### src/rtl/wdg_pkg.sv
package wdg_pkg;
   // register byte offsets (12-bit view)
   localparam logic [11:0] OFS_KEY = 12'h000;
   localparam logic [11:0] OFS_DIV = 12'h004;
   localparam logic [11:0] OFS_RLD = 12'h008;
   localparam logic [11:0] OFS_STS = 12'h00C;
   localparam logic [11:0] OFS_EW  = 12'h014;
   localparam logic [11:0] OFS_VER = 12'h3F4;

   // key words
   localparam logic [15:0] KEY_OPEN = 16'h5555;
   localparam logic [15:0] KEY_FEED = 16'hAAAA;
   localparam logic [15:0] KEY_ARM  = 16'hCCCC;

   // status bit positions
   localparam int ST_DIV = 0;
   localparam int ST_RLD = 1;
   localparam int ST_EW  = 3;
   localparam int ST_RUN = 8;

   // early-warning control bit positions
   localparam int EW_ENA = 15;
   localparam int EW_CLR = 14;
endpackage

### src/rtl/wdg_keydec.sv
module wdg_keydec
   import wdg_pkg::*;
(
   input  logic [15:0] key,
   output logic        is_open,
   output logic        is_arm,
   output logic        is_feed
);
   assign is_open = (key == KEY_OPEN);
   assign is_arm  = (key == KEY_ARM);
   assign is_feed = (key == KEY_FEED);
endmodule

### src/rtl/wdg_regs.sv
module wdg_regs
   import wdg_pkg::*;
#(
   parameter int         CNT_W    = 12,
   parameter int         PRE_W    = 4,
   parameter int         ADDR_W   = 12,
   parameter logic [7:0] REVISION = 8'h32
) (
   input  logic              clk,
   input  logic              rst_n,
   input  logic              tick,
   input  logic              bus_we,
   input  logic [ADDR_W-1:0] bus_addr,
   input  logic [31:0]       bus_wdata,
   output logic [31:0]       bus_rdata,
   output logic [PRE_W-1:0]  div_q,
   output logic [CNT_W-1:0]  rld_q,
   output logic              ew_en_q,
   output logic [CNT_W-1:0]  ew_cmp_q,
   output logic              run_q,
   output logic              feed_q,
   output logic              open_q,
   output logic              ew_clr,
   output logic [3:0]        busy_q
);
   localparam logic [ADDR_W-1:0] A_KEY = ADDR_W'(OFS_KEY);
   localparam logic [ADDR_W-1:0] A_DIV = ADDR_W'(OFS_DIV);
   localparam logic [ADDR_W-1:0] A_RLD = ADDR_W'(OFS_RLD);
   localparam logic [ADDR_W-1:0] A_STS = ADDR_W'(OFS_STS);
   localparam logic [ADDR_W-1:0] A_EW  = ADDR_W'(OFS_EW);
   localparam logic [ADDR_W-1:0] A_VER = ADDR_W'(OFS_VER);

   logic key_wr, div_wr, rld_wr, ew_wr;
   logic k_open, k_arm, k_feed;
   wire  unused_wd = ^bus_wdata;

   assign key_wr = bus_we && (bus_addr == A_KEY);
   assign div_wr = bus_we && (bus_addr == A_DIV);
   assign rld_wr = bus_we && (bus_addr == A_RLD);
   assign ew_wr  = bus_we && (bus_addr == A_EW);
   assign ew_clr = ew_wr && bus_wdata[EW_CLR];

   wdg_keydec u_keydec (
      .key     (bus_wdata[15:0]),
      .is_open (k_open),
      .is_arm  (k_arm),
      .is_feed (k_feed)
   );

   always_ff @(posedge clk or negedge rst_n) begin
      if (!rst_n) begin
         open_q   <= 1'b0;
         run_q    <= 1'b0;
         feed_q   <= 1'b0;
         div_q    <= '0;
         rld_q    <= '1;
         ew_en_q  <= 1'b0;
         ew_cmp_q <= '0;
         busy_q   <= '0;
      end else begin
         // the counter side takes every setting on a tick edge
         if (tick) begin
            busy_q <= '0;
            feed_q <= 1'b0;
         end
         if (key_wr) begin
            open_q <= k_open;
            if (k_arm) begin
               run_q  <= 1'b1;
               feed_q <= 1'b1;
            end
            if (k_feed) feed_q <= 1'b1;
         end
         if (div_wr && open_q) begin
            div_q          <= bus_wdata[PRE_W-1:0];
            busy_q[ST_DIV] <= 1'b1;
         end
         if (rld_wr && open_q) begin
            rld_q          <= bus_wdata[CNT_W-1:0];
            busy_q[ST_RLD] <= 1'b1;
         end
         if (ew_wr && open_q) begin
            ew_en_q       <= bus_wdata[EW_ENA];
            ew_cmp_q      <= bus_wdata[CNT_W-1:0];
            busy_q[ST_EW] <= 1'b1;
         end
      end
   end

   always_comb begin
      bus_rdata = '0;
      if (bus_addr == A_STS) begin
         bus_rdata[3:0]    = busy_q;
         bus_rdata[ST_RUN] = run_q;
      end else if (bus_addr == A_DIV) begin
         bus_rdata[PRE_W-1:0] = div_q;
      end else if (bus_addr == A_RLD) begin
         bus_rdata[CNT_W-1:0] = rld_q;
      end else if (bus_addr == A_EW) begin
         bus_rdata[EW_ENA]     = ew_en_q;
         bus_rdata[CNT_W-1:0]  = ew_cmp_q;
      end else if (bus_addr == A_VER) begin
         bus_rdata[7:0] = REVISION;
      end
   end
endmodule

### src/rtl/wdg_count.sv
module wdg_count #(
   parameter int CNT_W   = 12,
   parameter int PRE_W   = 4,
   parameter int PRE_TOP = 6,
   parameter bit HAS_EW  = 1'b1
) (
   input  logic             clk,
   input  logic             rst_n,
   input  logic             tick,
   input  logic             run,
   input  logic             feed,
   input  logic [PRE_W-1:0] div_code,
   input  logic [CNT_W-1:0] rld,
   input  logic             ew_en,
   input  logic [CNT_W-1:0] ew_cmp,
   input  logic             ew_clr,
   output logic             rst_req,
   output logic             ew_irq
);
   localparam int PSC_W = PRE_TOP + 2;

   logic [PRE_W-1:0] code_sat;
   logic [PSC_W:0]   div_v;
   logic [PSC_W-1:0] psc_last;
   logic [PSC_W-1:0] psc_q;
   logic [CNT_W-1:0] cnt_q;
   logic [CNT_W-1:0] cnt_nxt;
   logic             step;

   assign code_sat = (div_code > PRE_W'(PRE_TOP)) ? PRE_W'(PRE_TOP) : div_code;
   assign div_v    = (PSC_W+1)'(1) << (32'(code_sat) + 2);
   assign psc_last = PSC_W'(div_v - 1'b1);
   assign cnt_nxt  = (cnt_q == '0) ? rld : cnt_q - 1'b1;
   assign step     = tick && run && !feed && (psc_q >= psc_last);

   always_ff @(posedge clk or negedge rst_n) begin
      if (!rst_n) begin
         psc_q   <= '0;
         cnt_q   <= '1;
         rst_req <= 1'b0;
      end else begin
         rst_req <= 1'b0;
         if (tick) begin
            if (feed) begin
               cnt_q <= rld;
               psc_q <= '0;
            end else if (run) begin
               if (step) begin
                  psc_q <= '0;
                  cnt_q <= cnt_nxt;
                  if (cnt_q == '0) rst_req <= 1'b1;
               end else begin
                  psc_q <= psc_q + 1'b1;
               end
            end
         end
      end
   end

   generate
      if (HAS_EW) begin : g_ew
         logic pend_q;
         always_ff @(posedge clk or negedge rst_n) begin
            if (!rst_n) begin
               pend_q <= 1'b0;
            end else begin
               if (ew_clr) pend_q <= 1'b0;
               if (step && ew_en && (cnt_nxt == ew_cmp)) pend_q <= 1'b1;
            end
         end
         assign ew_irq = pend_q;
      end else begin : g_no_ew
         wire unused_ew = ew_en ^ ew_clr ^ (^ew_cmp);
         assign ew_irq = 1'b0;
      end
   endgenerate
endmodule

### src/rtl/keyed_wdog.sv
module keyed_wdog
   import wdg_pkg::*;
#(
   parameter int         CNT_W    = 12,
   parameter int         PRE_W    = 4,
   parameter int         PRE_TOP  = 6,
   parameter int         ADDR_W   = 12,
   parameter logic [7:0] REVISION = 8'h32,
   parameter bit         HAS_EW   = 1'b1
) (
   input  logic              clk,
   input  logic              rst_n,
   input  logic              tick,
   input  logic              bus_we,
   input  logic [ADDR_W-1:0] bus_addr,
   input  logic [31:0]       bus_wdata,
   output logic [31:0]       bus_rdata,
   output logic              wdg_reset_req,
   output logic              early_irq
);
   generate
      if (CNT_W < 4 || CNT_W > 14) begin : g_bad_cnt
         $error("CNT_W must lie in 4..14");
      end
      if (ADDR_W < 10) begin : g_bad_addr
         $error("ADDR_W too narrow for the register map");
      end
      if (PRE_TOP < 0 || PRE_TOP >= (1 << PRE_W)) begin : g_bad_pre
         $error("PRE_TOP must be a valid divider code");
      end
   endgenerate

   logic [PRE_W-1:0] div_val;
   logic [CNT_W-1:0] rld_val;
   logic [CNT_W-1:0] ew_cmp;
   logic             ew_en, run_q, feed_req, cfg_open, ew_clr;
   logic [3:0]       cfg_busy;

   wdg_regs #(
      .CNT_W(CNT_W), .PRE_W(PRE_W), .ADDR_W(ADDR_W), .REVISION(REVISION)
   ) u_regs (
      .clk       (clk),
      .rst_n     (rst_n),
      .tick      (tick),
      .bus_we    (bus_we),
      .bus_addr  (bus_addr),
      .bus_wdata (bus_wdata),
      .bus_rdata (bus_rdata),
      .div_q     (div_val),
      .rld_q     (rld_val),
      .ew_en_q   (ew_en),
      .ew_cmp_q  (ew_cmp),
      .run_q     (run_q),
      .feed_q    (feed_req),
      .open_q    (cfg_open),
      .ew_clr    (ew_clr),
      .busy_q    (cfg_busy)
   );

   wdg_count #(
      .CNT_W(CNT_W), .PRE_W(PRE_W), .PRE_TOP(PRE_TOP), .HAS_EW(HAS_EW)
   ) u_count (
      .clk      (clk),
      .rst_n    (rst_n),
      .tick     (tick),
      .run      (run_q),
      .feed     (feed_req),
      .div_code (div_val),
      .rld      (rld_val),
      .ew_en    (ew_en),
      .ew_cmp   (ew_cmp),
      .ew_clr   (ew_clr),
      .rst_req  (wdg_reset_req),
      .ew_irq   (early_irq)
   );
endmodule

### config.mk
export PLATFORM = sky130hd
export DESIGN_NAME = keyed_wdog
export DESIGN_NICKNAME = d
export VERILOG_FILES = /design/src/rtl/wdg_pkg.sv /design/src/rtl/wdg_keydec.sv /design/src/rtl/wdg_regs.sv /design/src/rtl/wdg_count.sv /design/src/rtl/keyed_wdog.sv
export SDC_FILE = /design/constraint.sdc
export NUM_CORES = 1
export LEC_CHECK = 0
export BUFFER_PORTS_ARGS = -buffer_cell sky130_fd_sc_hd__buf_4
export CORE_MARGIN = 3
export CORE_UTILIZATION = 30
export DETAILED_ROUTE_END_ITERATION = 10
export PLACE_DENSITY = 0.58
export SLEW_MARGIN = 25
export SYNTH_ARGS = -nofsm -noshare
export SYNTH_HDL_FRONTEND = slang
export SYNTH_SLANG_ARGS = --single-unit
### constraint.sdc
create_clock -name clk -period 11.8 [get_ports clk]
set_input_delay 3.54 -clock clk [delete_from_list [all_inputs] [get_ports clk]]
set_output_delay 3.54 -clock clk [all_outputs]
set_load 0.05 [all_outputs]
==> flow_metrics.py <==
metrics = {
    "synth": {
        "synthFlopType": "dfrtp_1",
        "synth.top_cells.by_area": "dfrtp_1, dfstp_2, mux2_2",
        "synthTopCellsByCount": "nor2_1, dfrtp_1, o21ai_0",
        "async_flop_share": 1.00,
        "synth.most_common_cell": "nor2_1",
        "synth_top_cell_area_share": 0.213,
        "synth_cells": 417,
        "synth_area_um2": 3880,
        "yosysUniqueCellTypes": 57,
        "yosys.area.top_type": "dfrtp_1",
        "synth-seq-cells": 57,
        "yosysWarningCount": 0,
        "synth-edff-count": 0,
        "syn-mean-instance-area_um2": 9.31,
        "ys_seq_area_frac": 0.375,
    },
    "critical_path": {
        "critPathKind": "in -> out",
        "rr_worst_depth": 14,
        "cp_max_fo": 14,
        "worst_ep_arrival_time_ns": 5.93,
        "critPathLaunchType": "input pin",
        "reg2reg_from": "u_regs.div_q[3]",
        "reg2reg_slack_ns": 6.65,
        "required_ns": 8.26,
        "reg2reg_to": "u_count.cnt_q[5]",
        "endpoint_kind": "output pin",
    },
    "die": {
        "initial_utilization": 0.315,
        "die_x_um": 120,
        "die_y_um": 120,
        "rows": 40,
        "ios": 82,
        "core_um2": 12300,
        "die-area_um2": 14300,
    },
    "clock_network": {
        "post_cts_buffers": 0,
        "clock_latency_ns": 0.33,
        "cts_root_buffer": "clkbuf_16",
        "cts_sinks": 57,
        "clockBufferDepth": 2,
        "cts_resized": 0,
        "tritoncts": "done",
        "cts_buffers": 9,
        "htreeDepth": 3,
        "ctsHoldBuffers": 0,
        "cts.clk_slew.worst_paths_ns": 0.05,
    },
    "routing": {
        "drtIter0Drc": 256,
        "viasPerCell": 5.19,
        "drc_errors": 0,
        "drtAntennaViolNets": 0,
        "routed_wl_um": 10500,
        "dr.pass1.iters": 6,
        "avgRoutedWirePerCell_um": 16.7,
        "vias": 3262,
    },
    "sta": {
        "fmax_ghz": 0.106,
        "drv_slew": 0,
        "relSlewSlack": 0.288,
        "post-route-min-period_ns": 9.47,
        "setup_tns_ns": 0,
        "clock_skew_ns": 0.00906,
        "whs_ns": 0.482,
        "worstMarginPinSlew_ns": 1.06,
        "setup_viol": 0,
        "hold_viol": 0,
        "finalCritPeriodShare": 0.803,
        "rsz0062_at_grt": "no",
    },
    "global_route": {
        "grt_usage": 0.149,
        "grt_overflow": 0,
        "grt_pass1_wl_um": 17100,
        "antenna_found_initial": 0,
        "grt_pass1_vias": 3217,
        "grt_max_degree": 58,
    },
    "finish": {
        "drive_gt1_frac": 0.261,
        "area_delta_synth_final_pct": 19.2,
        "diodes": 0,
        "layout.nets": 516,
    },
    "pwr": {
        "swShare": 0.349,
        "finalPower_uw": 854,
        "power_density_nw_per_um2": 185,
        "p_leak_nw": 2.08,
        "ir_worst_vdd_uv": 97.4,
        "seqPwrFrac": 0.321,
        "combinationalPowerShare": 0.324,
        "p_sw_uw": 298,
        "cellInternalPower_uw": 555,
        "p_clk_frac": 0.355,
    },
    "place": {
        "hpwlAfterDp_um": 7850,
        "io_buffers": 46,
        "gp_congestion": 0.841,
    },
    "flow_run": {
        "cap_violations": 0,
    },
    "hold_path": {
        "min-delay-start": "u_regs.busy_q[0]",
        "hold_class": "reg -> reg",
        "hold_depth": 1,
        "hold_path_end": "u_regs.busy_q[0]",
    },
    "status": {
        "status": "complete, no violations",
    },
}
-- registers in the layout, indices dropped and copies added, names as in the netlist --
register	cells
u_regs.ew_cmp_q	12
u_regs.div_q	4
u_count.ew_irq	1
u_regs.feed_q	1
u_count.cnt_q	12
u_regs.run_q	1
u_count.rst_req	1
u_regs.open_q	1
u_regs.busy_q	3
u_regs.ew_en_q	1
u_regs.rld_q	12
u_count.psc_q	8
-- worst max-delay path: stages --
cell and delay [ns]:
buf_4 0.11, or4_1 0.57, nor4b_2 0.38, and4b_1 0.64, nand2_1 0.11, nand2_1 0.09
o21ai_0 0.08, a21oi_1 0.19, buf_4 0.23
-- final cells by class --
cell class,count,area (um2)
Fill cell,1260,7690
Multi-Input combinational cell,323,2200
Sequential cell,57,1460
Timing Repair Buffer,46,345
Clock buffer,11,243
Tap cell,168,210
Clock inverter,5,103
Inverter,18,67.6
-- cells in the final DEF, fill, tap and decap left out, drive strengths merged, types with 18 or more instances in the layout --
cell and instances:
conb 19, nor2 39, mux2 29, dfrtp 33, a21oi 18, buf 46
dfstp 24, o21ai 32, inv 18, nand2 23
-- per-stage QoR --
| stage | worst slack (ns) | std cells | utilization | cell area (um2) |
|---|---|---|---|---|
| 2_1_floorplan | 2.33 | 435 | - | 3950 |
| 3_3_place_gp | 2.29 | 612 | 0.348 | 4280 |
| 3_5_place_dp | 2.32 | 612 | 0.348 | 4280 |
| 4_1_cts | 2.32 | 628 | 0.376 | 4630 |
| 5_1_grt | 2.14 | 628 | 0.376 | 4630 |
| 6_report | 2.33 | 628 | 0.376 | 4630 |
-- worst max-delay path by stage --
stage | startpoint | endpoint | slack (ns)
2_1_floorplan | bus_addr[8] | bus_rdata[8] | 2.33
3_3_place_gp | bus_addr[8] | bus_rdata[1] | 2.29
3_5_place_dp | bus_addr[8] | bus_rdata[0] | 2.32
4_1_cts | bus_addr[8] | bus_rdata[1] | 2.32
5_1_grt | bus_addr[8] | bus_rdata[1] | 2.14
6_report | bus_addr[8] | bus_rdata[1] | 2.33
-- kinds of logic after synthesis --
family | after synthesis | share of synthesized area
AND/OR/NAND/NOR | 133 | 0.186
AO/OA/AOI/OAI | 101 | 0.170
flip-flops | 57 | 0.375
buffers and inverters | 55 | 0.0764
multiplexers | 36 | 0.102
XOR/XNOR | 21 | 0.0474
adder cells (fa/ha/maj) | 13 | 0.0419
other | 1 | 0.000966
-- metal layers --
layer | vias up | part of all wire | track usage
li1 | 1563 | - | -
met1 | 1582 | 0.45 | 0.196
met2 | 102 | 0.48 | 0.248
met3 | 15 | 0.045 | 0.0245
met4 | 0 | 0.018 | 0.0558
met5 | - | 0 | 0
-- power groups by stage --
stage,clock network (mW),logic [mW],registers [mW]
after global routing,0.316,0.307,0.278
after CTS,0.306,0.275,0.273
after global placement,0,0.269,0.274
after detailed placement,0,0.273,0.275
after floorplan,0,0.226,0.258
final,0.303,0.277,0.274
Power figures use the tool's default switching activity.
